`src/rtl/mrc_pkg.sv`:
```
package mrc_pkg;

  typedef struct packed {
    logic clear_n;
    logic wait_n;
  } mode_lines_t;

  localparam mode_lines_t MODE_LOAD  = '{clear_n: 1'b0, wait_n: 1'b0};
  localparam mode_lines_t MODE_RESET = '{clear_n: 1'b0, wait_n: 1'b1};
  localparam mode_lines_t MODE_PAUSE = '{clear_n: 1'b1, wait_n: 1'b0};
  localparam mode_lines_t MODE_RUN   = '{clear_n: 1'b1, wait_n: 1'b1};

  // Returns {valid, clear_n, wait_n}; reset > load > pause > run.
  function automatic logic [2:0] mode_pick(input logic ev_rst, input logic ev_load,
                                           input logic ev_pause, input logic ev_run);
    logic [2:0] r;
    if (ev_rst)        r = {1'b1, MODE_RESET};
    else if (ev_load)  r = {1'b1, MODE_LOAD};
    else if (ev_pause) r = {1'b1, MODE_PAUSE};
    else if (ev_run)   r = {1'b1, MODE_RUN};
    else               r = 3'b000;
    return r;
  endfunction

endpackage

```
`src/rtl/mrc_sync.sv`:
```
module mrc_sync #(
  parameter int W = 1
) (
  input  logic         clk,
  input  logic         arst_n,
  input  logic [W-1:0] d,
  output logic [W-1:0] q
);
  for (genvar i = 0; i < W; i++) begin : g_bit
    logic s1, s2;
    always_ff @(posedge clk or negedge arst_n) begin
      if (!arst_n) begin
        s1 <= 1'b1;
        s2 <= 1'b1;
      end else begin
        s1 <= d[i];
        s2 <= s1;
      end
    end
    assign q[i] = s2;
  end
endmodule

```
`src/rtl/mrc_fall.sv`:
```
module mrc_fall #(
  parameter int W = 1
) (
  input  logic         clk,
  input  logic         arst_n,
  input  logic [W-1:0] lvl_n,
  output logic [W-1:0] fall
);
  logic [W-1:0] prev_n;
  always_ff @(posedge clk or negedge arst_n) begin
    if (!arst_n) prev_n <= '1;
    else         prev_n <= lvl_n;
  end
  assign fall = prev_n & ~lvl_n;
endmodule

```
`src/rtl/mrc_stretch.sv`:
```
module mrc_stretch #(
  parameter int STRETCH = 16,
  parameter int RUN_LEN = 2
) (
  input  logic clk,
  input  logic arst_n,
  input  logic btn_lvl_n,
  output logic rst_active,
  output logic run_active
);
  localparam int CW = $clog2(STRETCH + 1);
  localparam int RW = $clog2(RUN_LEN + 1);
  localparam logic [CW-1:0] CNT_FULL = CW'(STRETCH);
  localparam logic [RW-1:0] RUN_FULL = RW'(RUN_LEN);

  logic [CW-1:0] cnt;
  logic [RW-1:0] run_cnt;
  logic          rst_d;
  logic          rst_end;

  always_ff @(posedge clk or negedge arst_n) begin
    if (!arst_n)           cnt <= CNT_FULL;
    else if (!btn_lvl_n)   cnt <= CNT_FULL;
    else if (cnt != '0)    cnt <= cnt - 1'b1;
  end

  assign rst_active = (cnt != '0);

  always_ff @(posedge clk or negedge arst_n) begin
    if (!arst_n) rst_d <= 1'b1;
    else         rst_d <= rst_active;
  end

  assign rst_end = rst_d & ~rst_active;

  always_ff @(posedge clk or negedge arst_n) begin
    if (!arst_n)            run_cnt <= '0;
    else if (rst_end)       run_cnt <= RUN_FULL;
    else if (run_cnt != '0) run_cnt <= run_cnt - 1'b1;
  end

  assign run_active = (run_cnt != '0);
endmodule

```
`src/rtl/mrc_latch.sv`:
```
module mrc_latch #(
  parameter logic RST_VAL = 1'b0
) (
  input  logic clk,
  input  logic arst_n,
  input  logic set_i,
  input  logic clr_i,
  output logic q
);
  always_ff @(posedge clk or negedge arst_n) begin
    if (!arst_n)    q <= RST_VAL;
    else if (clr_i) q <= 1'b0;
    else if (set_i) q <= 1'b1;
  end
endmodule

```
`src/rtl/run_mode_ctrl.sv`:
```
module run_mode_ctrl
  import mrc_pkg::*;
#(
  parameter int NSRC    = 2,
  parameter int STRETCH = 16
) (
  input  logic            clk,
  input  logic            por_n,
  input  logic            btn_n,
  input  logic [NSRC-1:0] run_n,
  input  logic [NSRC-1:0] reset_n,
  input  logic [NSRC-1:0] load_n,
  input  logic [NSRC-1:0] pause_n,
  output logic            clear_n,
  output logic            wait_n,
  output logic            rst_pulse_n,
  output logic            run_pulse_n
);
  localparam int NREQ = 4;  // [3]=reset [2]=load [1]=pause [0]=run
  localparam int NIN  = NREQ + 1;

  logic [NIN-1:0]  raw_n, sync_n;
  logic [NREQ-1:0] lvl_n, fall;
  logic            rst_active, run_active;
  logic            ev_rst, ev_load, ev_pause, ev_run, any_ev;
  logic [2:0]      pick;

  // Wired-AND of every driver on each shared line.
  assign raw_n = {btn_n, &reset_n, &load_n, &pause_n, &run_n};

  mrc_sync #(.W(NIN)) u_sync (
    .clk(clk), .arst_n(por_n), .d(raw_n), .q(sync_n)
  );

  mrc_stretch #(.STRETCH(STRETCH), .RUN_LEN(2)) u_stretch (
    .clk(clk), .arst_n(por_n), .btn_lvl_n(sync_n[NREQ]),
    .rst_active(rst_active), .run_active(run_active)
  );

  // The one-shot joins the run line like any other driver.
  assign lvl_n = {sync_n[3], sync_n[2], sync_n[1], sync_n[0] & ~run_active};

  mrc_fall #(.W(NREQ)) u_fall (
    .clk(clk), .arst_n(por_n), .lvl_n(lvl_n), .fall(fall)
  );

  assign ev_rst   = fall[3] | rst_active;
  assign ev_load  = fall[2];
  assign ev_pause = fall[1];
  assign ev_run   = fall[0];
  assign any_ev   = ev_rst | ev_load | ev_pause | ev_run;

  assign pick = mode_pick(ev_rst, ev_load, ev_pause, ev_run);

  mrc_latch #(.RST_VAL(1'b0)) u_clear (
    .clk(clk), .arst_n(por_n),
    .set_i(pick[2] & pick[1]), .clr_i(pick[2] & ~pick[1]), .q(clear_n)
  );

  mrc_latch #(.RST_VAL(1'b1)) u_wait (
    .clk(clk), .arst_n(por_n),
    .set_i(pick[2] & pick[0]), .clr_i(pick[2] & ~pick[0]), .q(wait_n)
  );

  assign rst_pulse_n = ~rst_active;
  assign run_pulse_n = ~run_active;
endmodule

```
`config.mk`:
```
export PLATFORM = sky130hd
export DESIGN_NAME = run_mode_ctrl
export DESIGN_NICKNAME = d
export VERILOG_FILES = /design/src/rtl/mrc_pkg.sv /design/src/rtl/mrc_sync.sv /design/src/rtl/mrc_fall.sv /design/src/rtl/mrc_stretch.sv /design/src/rtl/mrc_latch.sv /design/src/rtl/run_mode_ctrl.sv
export SDC_FILE = /design/constraint.sdc
export NUM_CORES = 1
export LEC_CHECK = 0
export BUFFER_PORTS_ARGS = -buffer_cell sky130_fd_sc_hd__buf_2
export CAP_MARGIN = 20
export CORE_UTILIZATION = 60
export CTS_BUF_LIST = sky130_fd_sc_hd__clkbuf_8
export CTS_CLUSTER_DIAMETER = 30
export DETAILED_ROUTE_END_ITERATION = 16
export PLACE_DENSITY = 0.84
export REMOVE_ABC_BUFFERS = 1
export SYNTH_ARGS = -nofsm -noshare
export SYNTH_HDL_FRONTEND = slang
export SYNTH_SLANG_ARGS = --single-unit
```
`constraint.sdc`:
```
create_clock -name clk -period 2 [get_ports clk]
set_input_delay 0.6 -clock clk [delete_from_list [all_inputs] [get_ports clk]]
set_output_delay 0.6 -clock clk [all_outputs]
set_load 0.01 [all_outputs]
```
==> summary.txt, run 1 <==
Run status
  – Outcome: finished clean

STA
  – Final worst-path cycle share: 95.3%
  – Fin. max-slew vios: 0
  – RSZ-0062 raised after global routing: false
  – Max Clock Freq: 525 MHz
  – Relative slew slack: 66.9%
  – Setup Viol. Count Final: 0
  – Worst Tran Pin Value: 0.496 ns
  – Fin crit period: 1.91 ns
  – Final Hold Fails: 0
  – Setup tns final: 0 ns
  – Final setup margin: 0.0942 ns
  – Setup Skew: 0.00329 ns

Synth
  – Combinational family with the most area after synthesis: simple AND/OR/NAND/NOR gates
  – Yosys cell types: 21
  – Syn. warnings: 0
  – Synth Area in Adders: 2.80%
  – Post-synthesis sequential area ratio: 69.5%
  – Simple-gate area share of the yosys netlist: 14.0%
  – Post-synthesis mux area share: 0%
  – Xor/xnor share of the synthesized area: 0.979%
  – Synthesized area: 895 um^2
  – Post-Synthesis Cells: 67
  – Synth Area in Compound Gates: 8.95%
  – Avg Cell Area, Syn: 13.4 um^2
  – Register bit total from synthesis: 24

Die
  – Die W: 40.6 um
  – IO Pins: 15
  – Floorplan core area: 1350 um^2
  – Starting Density: 66.3%
  – Die area: 1650 um^2
  – Die Ht: 40.6 um
  – Rows: 13

Final layout
  – Area grow syn2layout: 19.0%
  – Core Util, Final: 78.9%
  – Filler cells: 80
  – Multi-input gate area: 241 um^2
  – Net count, final: 100
  – Fraction of layout cells with a size suffix above 1: 46.5%
  – ANT cells: 0
  – Final Cell Area: 1060 um^2
  – Seq. cell area: 622 um^2

Clocking
  – CTS Hold Bufs: 0
  – Clk slew on worst S/H paths: 0.08 ns
  – Deepest clock path buffer count: 2
  – Post-cts sizing count: 0
  – Worst skew pair latency: 0.26 ns
  – CTS tree: built
  – CTS buffer count: 3
  – Clock sinks: 24
  – Clock Tree Root: clkbuf_8
  – Post-CTS Setup Inserts: 0
  – H-tree levels: 1

GRT
  – GRT Residual Overflow: 0
  – Vias in the first global route: 446
  – First-pass GRT wire length: 1810 um
  – Pin count of the biggest net entering global routing: 25
  – GRT Util Overall: 17.4%
  – Initial antenna violation count: 0

Placed design
  – Placed cell area: 991 um^2
  – Worst slack, placed: 0.360 ns
  – GPL Wtd Cong: 0.637
  – PortBufs: 14
  – Post-DP HPWL: 851 um

Pwr
  – PwrDens: 1370 nW/um^2
  – Power Total: 1.46 mW
  – Reg power frac: 46.8%
  – Net Sw Frac: 27.7%
  – Peak supply drop: 0.905 mV
  – Clk network pwr share: 28.0%
  – Leak: 0.491 nW
  – Comb power frac: 25.2%
  – Int Pwr: 1.05 mW
  – NetSw: 0.403 mW

Critical path
  – CP Class: register to output pin
  – Critical path launch point: u_stretch.cnt[0]
  – Critical path launch point type: register
  – Worst reg2reg startpoint: u_stretch.cnt[0]
  – Worst EP arrival: 1.31 ns
  – CP Capture Type: output pin
  – Crit-path max FO: 3
  – Required @ worst endpoint: 1.40 ns

Hold path
  – Worst min path class: input pin to asynchronous set/reset pin

Route
  – DR vias: 526
  – DRT iter0 DRCs: 2
  – Remaining DRCs: 0
  – Number of iterations in the first detailed-routing pass: 2
  – Final WL: 1150 um
  – Antenna Nets Post-Route: 0
  – Vias per cell: 5.21
  – Routed len/inst: 11.4 um

Flow run
  – Max-cap violations: 0
[area by class of cell]
type,instances,share of cell area [%]
Clock inverter,1,2.82
Sequential cell,24,58.4
Inverter,9,3.17
Clock buffer,3,3.88
Tap cell,15,1.76
Timing Repair Buffer,15,7.29
Multi-Input combinational cell,34,22.7
[power groups by stage]
stage	Clock [mW]	Sequential [mW]	Combinational [mW]
after floorplan	0	0.674	0.270
after global placement	0	0.682	0.346
after detailed placement	0	0.689	0.365
after CTS	0.420	0.680	0.368
after global routing	0.436	0.694	0.423
final	0.407	0.682	0.367
[per-layer routing]
metal | vias to the layer above | wire length, um | global-route usage, %
li1 | 256 | - | -
met1 | 256 | 570 | 23.6
met2 | 14 | 541 | 26.2
met3 | 0 | 40 | 4.89
met4 | 0 | 0 | 7.50
met5 | - | 0 | 0
[path summary, 6_finish.rpt]
check,to,slack (ns),depth (start not counted)
min in group clk,u_sync.g_bit[3].s2,0.36,0
max in group asynchronous,u_sync.g_bit[3].s2,1.34,1
max,rst_pulse_n,0.09,4
min reg2reg,u_sync.g_bit[3].s2,0.36,0
min,u_stretch.cnt[3],0.29,1
max reg2reg,u_stretch.cnt[1],0.58,7
[Yosys cell counts, drive strengths merged]
cell | n | area [um^2]
o211ai | 1 | 7.51
nor4b | 1 | 23.8
a21oi | 2 | 10.0
o21a | 1 | 7.51
nor2 | 6 | 22.5
nor3 | 3 | 15.0
nand2b | 2 | 12.5
ha | 2 | 25.0
nor2b | 3 | 18.8
nand2 | 2 | 7.51
dfstp | 17 | 447
xor2 | 1 | 8.76
dfrtp | 7 | 175
a221o | 1 | 10.0
and2 | 4 | 25.0
a21boi | 1 | 7.51
inv | 9 | 33.8
o31ai | 1 | 7.51
a211oi | 1 | 12.5
o311ai | 2 | 17.5
[kinds of logic (layout without fill, tap and decap cells)]
group	after synthesis	after routing
AOI/OAI and AO/OA	10	10
xor gates and xnor gates	1	1
adders and majority gates	2	2
buffers and inverters	9	28
DFF	24	24
and+or+nand+nor	21	21
[stage by stage]
stage	hold slack, ns	cells
after floorplan	0.304	67
after global placement	0.345	97
after detailed placement	0.347	97
after CTS	0.303	101
after global routing	0.325	101
final	0.295	101
[worst max-delay path, stage by stage (launching register included)]
cell and delay, ns:
dfrtp_1 0.39, inv_1 0.08, ha_2 0.20, nor4b_4 0.20, buf_2 0.17
[state kept, by name (all words and copies together), names as in the netlist]
register / cells
u_clear.q: 1
u_fall.prev_n: 4
u_stretch.cnt: 5
u_stretch.rst_d: 1
u_stretch.run_cnt: 2
u_sync.g_bit.s1: 5
u_sync.g_bit.s2: 5
u_wait.q: 1
[layout by cell type, fill, tap and decap left out, drive strengths merged]
master,instances
nor2b,3
nor2,6
xor2,1
and2,4
dfrtp,7
a21oi,2
a221o,1
bufinv,1
o31ai,1
o21a,1
o311ai,2
nor3,3
inv,9
o211ai,1
a21boi,1
nor4b,1
clkbuf,3
nand2,2
a211oi,1
nand2b,2
dfstp,17
ha,2
buf,15
Power figures use the tool's default switching activity.
==> run 2: changes to the inputs <==
RECOVER_POWER = 100   (was not set)
==> run 2 against run 1 <==
Critical endpoint unchanged. Core utilization decreased by 1.0 points. Power fell by 1.4%. Highest routed layer unchanged. Clock-buffer cell count unchanged.
==> summary.txt, run 2 (synthesis gave the netlist of run 1 again) <==
Run status
  – Outcome: finished clean

Clocking
  – CTS buffer count: 3
  – Deepest clock path buffer count: 2
  – Worst skew pair latency: 0.26 ns
  – Clock sinks: 24
  – Clk slew on worst S/H paths: 0.08 ns
  – Clock Tree Root: clkbuf_8
  – CTS tree: built
  – Post-CTS Setup Inserts: 0
  – H-tree levels: 1

Die
  – Die W: 40.6 um
  – Floorplan core area: 1350 um^2
  – Rows: 13
  – IO Pins: 15
  – Die area: 1650 um^2
  – Starting Density: 66.3%
  – Die Ht: 40.6 um

Flow run
  – Max-cap violations: 0

Critical path
  – Worst EP arrival: 1.29 ns
  – Crit-path max FO: 3
  – CP Capture Type: output pin
  – Critical path launch point type: register
  – Required @ worst endpoint: 1.40 ns
  – CP Class: register to output pin

Route
  – Antenna Nets Post-Route: 0
  – Routed len/inst: 11.5 um
  – Remaining DRCs: 0
  – Final WL: 1160 um
  – DRT iter0 DRCs: 3
  – DR vias: 525
  – Vias per cell: 5.20
  – Number of iterations in the first detailed-routing pass: 2

Pwr
  – Power Total: 1.43 mW
  – Leak: 0.472 nW
  – Peak supply drop: 0.899 mV
  – PwrDens: 1370 nW/um^2

STA
  – Fin crit period: 1.89 ns
  – RSZ-0062 raised after global routing: false
  – Final worst-path cycle share: 94.7%
  – Final Hold Fails: 0
  – Setup Skew: 0.00287 ns
  – Setup tns final: 0 ns
  – Max Clock Freq: 528 MHz
  – Setup Viol. Count Final: 0
  – Relative slew slack: 20.6%
  – Worst Tran Pin Value: 1.19 ns
  – Fin. max-slew vios: 0

GRT
  – GRT Util Overall: 17.4%
  – Pin count of the biggest net entering global routing: 25
  – Initial antenna violation count: 0
  – GRT Residual Overflow: 0
  – First-pass GRT wire length: 1810 um
  – Vias in the first global route: 446

Placed design
  – PortBufs: 14
  – Post-DP HPWL: 851 um
  – GPL Wtd Cong: 0.637

Final layout
  – Core Util, Final: 77.8%
  – Net count, final: 100
  – Top flop regs: u_stretch.cnt x5, u_sync.g_bit.s1 x5, u_sync.g_bit.s2 x5
  – ANT cells: 0
  – Commonest non-fill, non-tap cell in the layout: dfstp_2
  – Fraction of layout cells with a size suffix above 1: 36.0%
  – Filler cells: 87
  – Area grow syn2layout: 17.5%
  – Most frequent cells in the layout: 15 x dfstp_2, 10 x buf_2, 9 x inv_1

Hold path
  – Worst min path class: register to register
## run 2: cell types whose count changed in the layout (fill, tap and decap cells not counted)
| cell | before | now |
|---|---|---|
| a211oi_1 | 0 | 1 |
| a211oi_2 | 1 | 0 |
| dfstp_1 | 0 | 2 |
| buf_4 | 1 | 0 |
| and2_0 | 0 | 3 |
| inv_1 | 8 | 9 |
| inv_2 | 1 | 0 |
| clkbuf_1 | 0 | 5 |
| buf_2 | 14 | 10 |
| dfstp_2 | 17 | 15 |
| and2_1 | 4 | 1 |
## run 2: timing repair
item                       CTS  global route
hold buffers                 0             0
setup endpoints to repair    0             1
resized for setup            0             1
## run 2: per-layer routing
layer,track usage (%),vias to the layer above,share of wire [%]
li1,-,256,-
met1,23.6,255,48
met2,26.2,14,48
met3,4.89,0,3.5
met4,7.50,0,0
met5,0,-,0
## run 2: stage by stage
step | hold slack (ns) | instances | area, um^2 | worst slack [ns]
2_1_floorplan | 0.304 | 67 | 895 | 0.389
3_3_place_gp | 0.345 | 97 | 991 | 0.415
3_5_place_dp | 0.347 | 97 | 991 | 0.360
4_1_cts | 0.303 | 101 | 1060 | 0.0664
5_1_grt | 0.363 | 101 | 1050 | 0.00578
6_report | 0.359 | 101 | 1050 | 0.106
## run 2: area by class of cell
cell class                      instances  area (um^2)  area share (%)
Clock inverter                          1         30.0            2.86
Timing Repair Buffer                   15         68.8            6.55
Inverter                                9         33.8            3.21
Tap cell                               15         18.8            1.79
Multi-Input combinational cell         34          236            22.5
Sequential cell                        24          622            59.2
Clock buffer                            3         41.3            3.93
## run 2: power breakdown
group	internal (mW)	switching [mW]	total (mW)
Sequential	0.602	0.0773	0.679
Combinational	0.167	0.181	0.348
Clock	0.267	0.141	0.408
## run 2: worst max-delay path, cell delays in order (launching register included)
cell and delay, ns:
dfrtp_1 0.39, inv_1 0.08, ha_2 0.20, nor4b_4 0.19
buf_2 0.17
## run 2: worst paths after layout
path,start,endpoint,slack (ns),cells after the start
min,u_sync.g_bit[3].s1,u_sync.g_bit[3].s2,0.36,0
min in group asynchronous,por_n,u_stretch.cnt[3],0.56,1
max,u_stretch.cnt[0],rst_pulse_n,0.11,4
min reg2reg,u_sync.g_bit[3].s1,u_sync.g_bit[3].s2,0.36,0
max reg2reg,u_stretch.cnt[0],u_stretch.cnt[1],0.37,6
max in group asynchronous,por_n,u_stretch.run_cnt[1],0.73,1
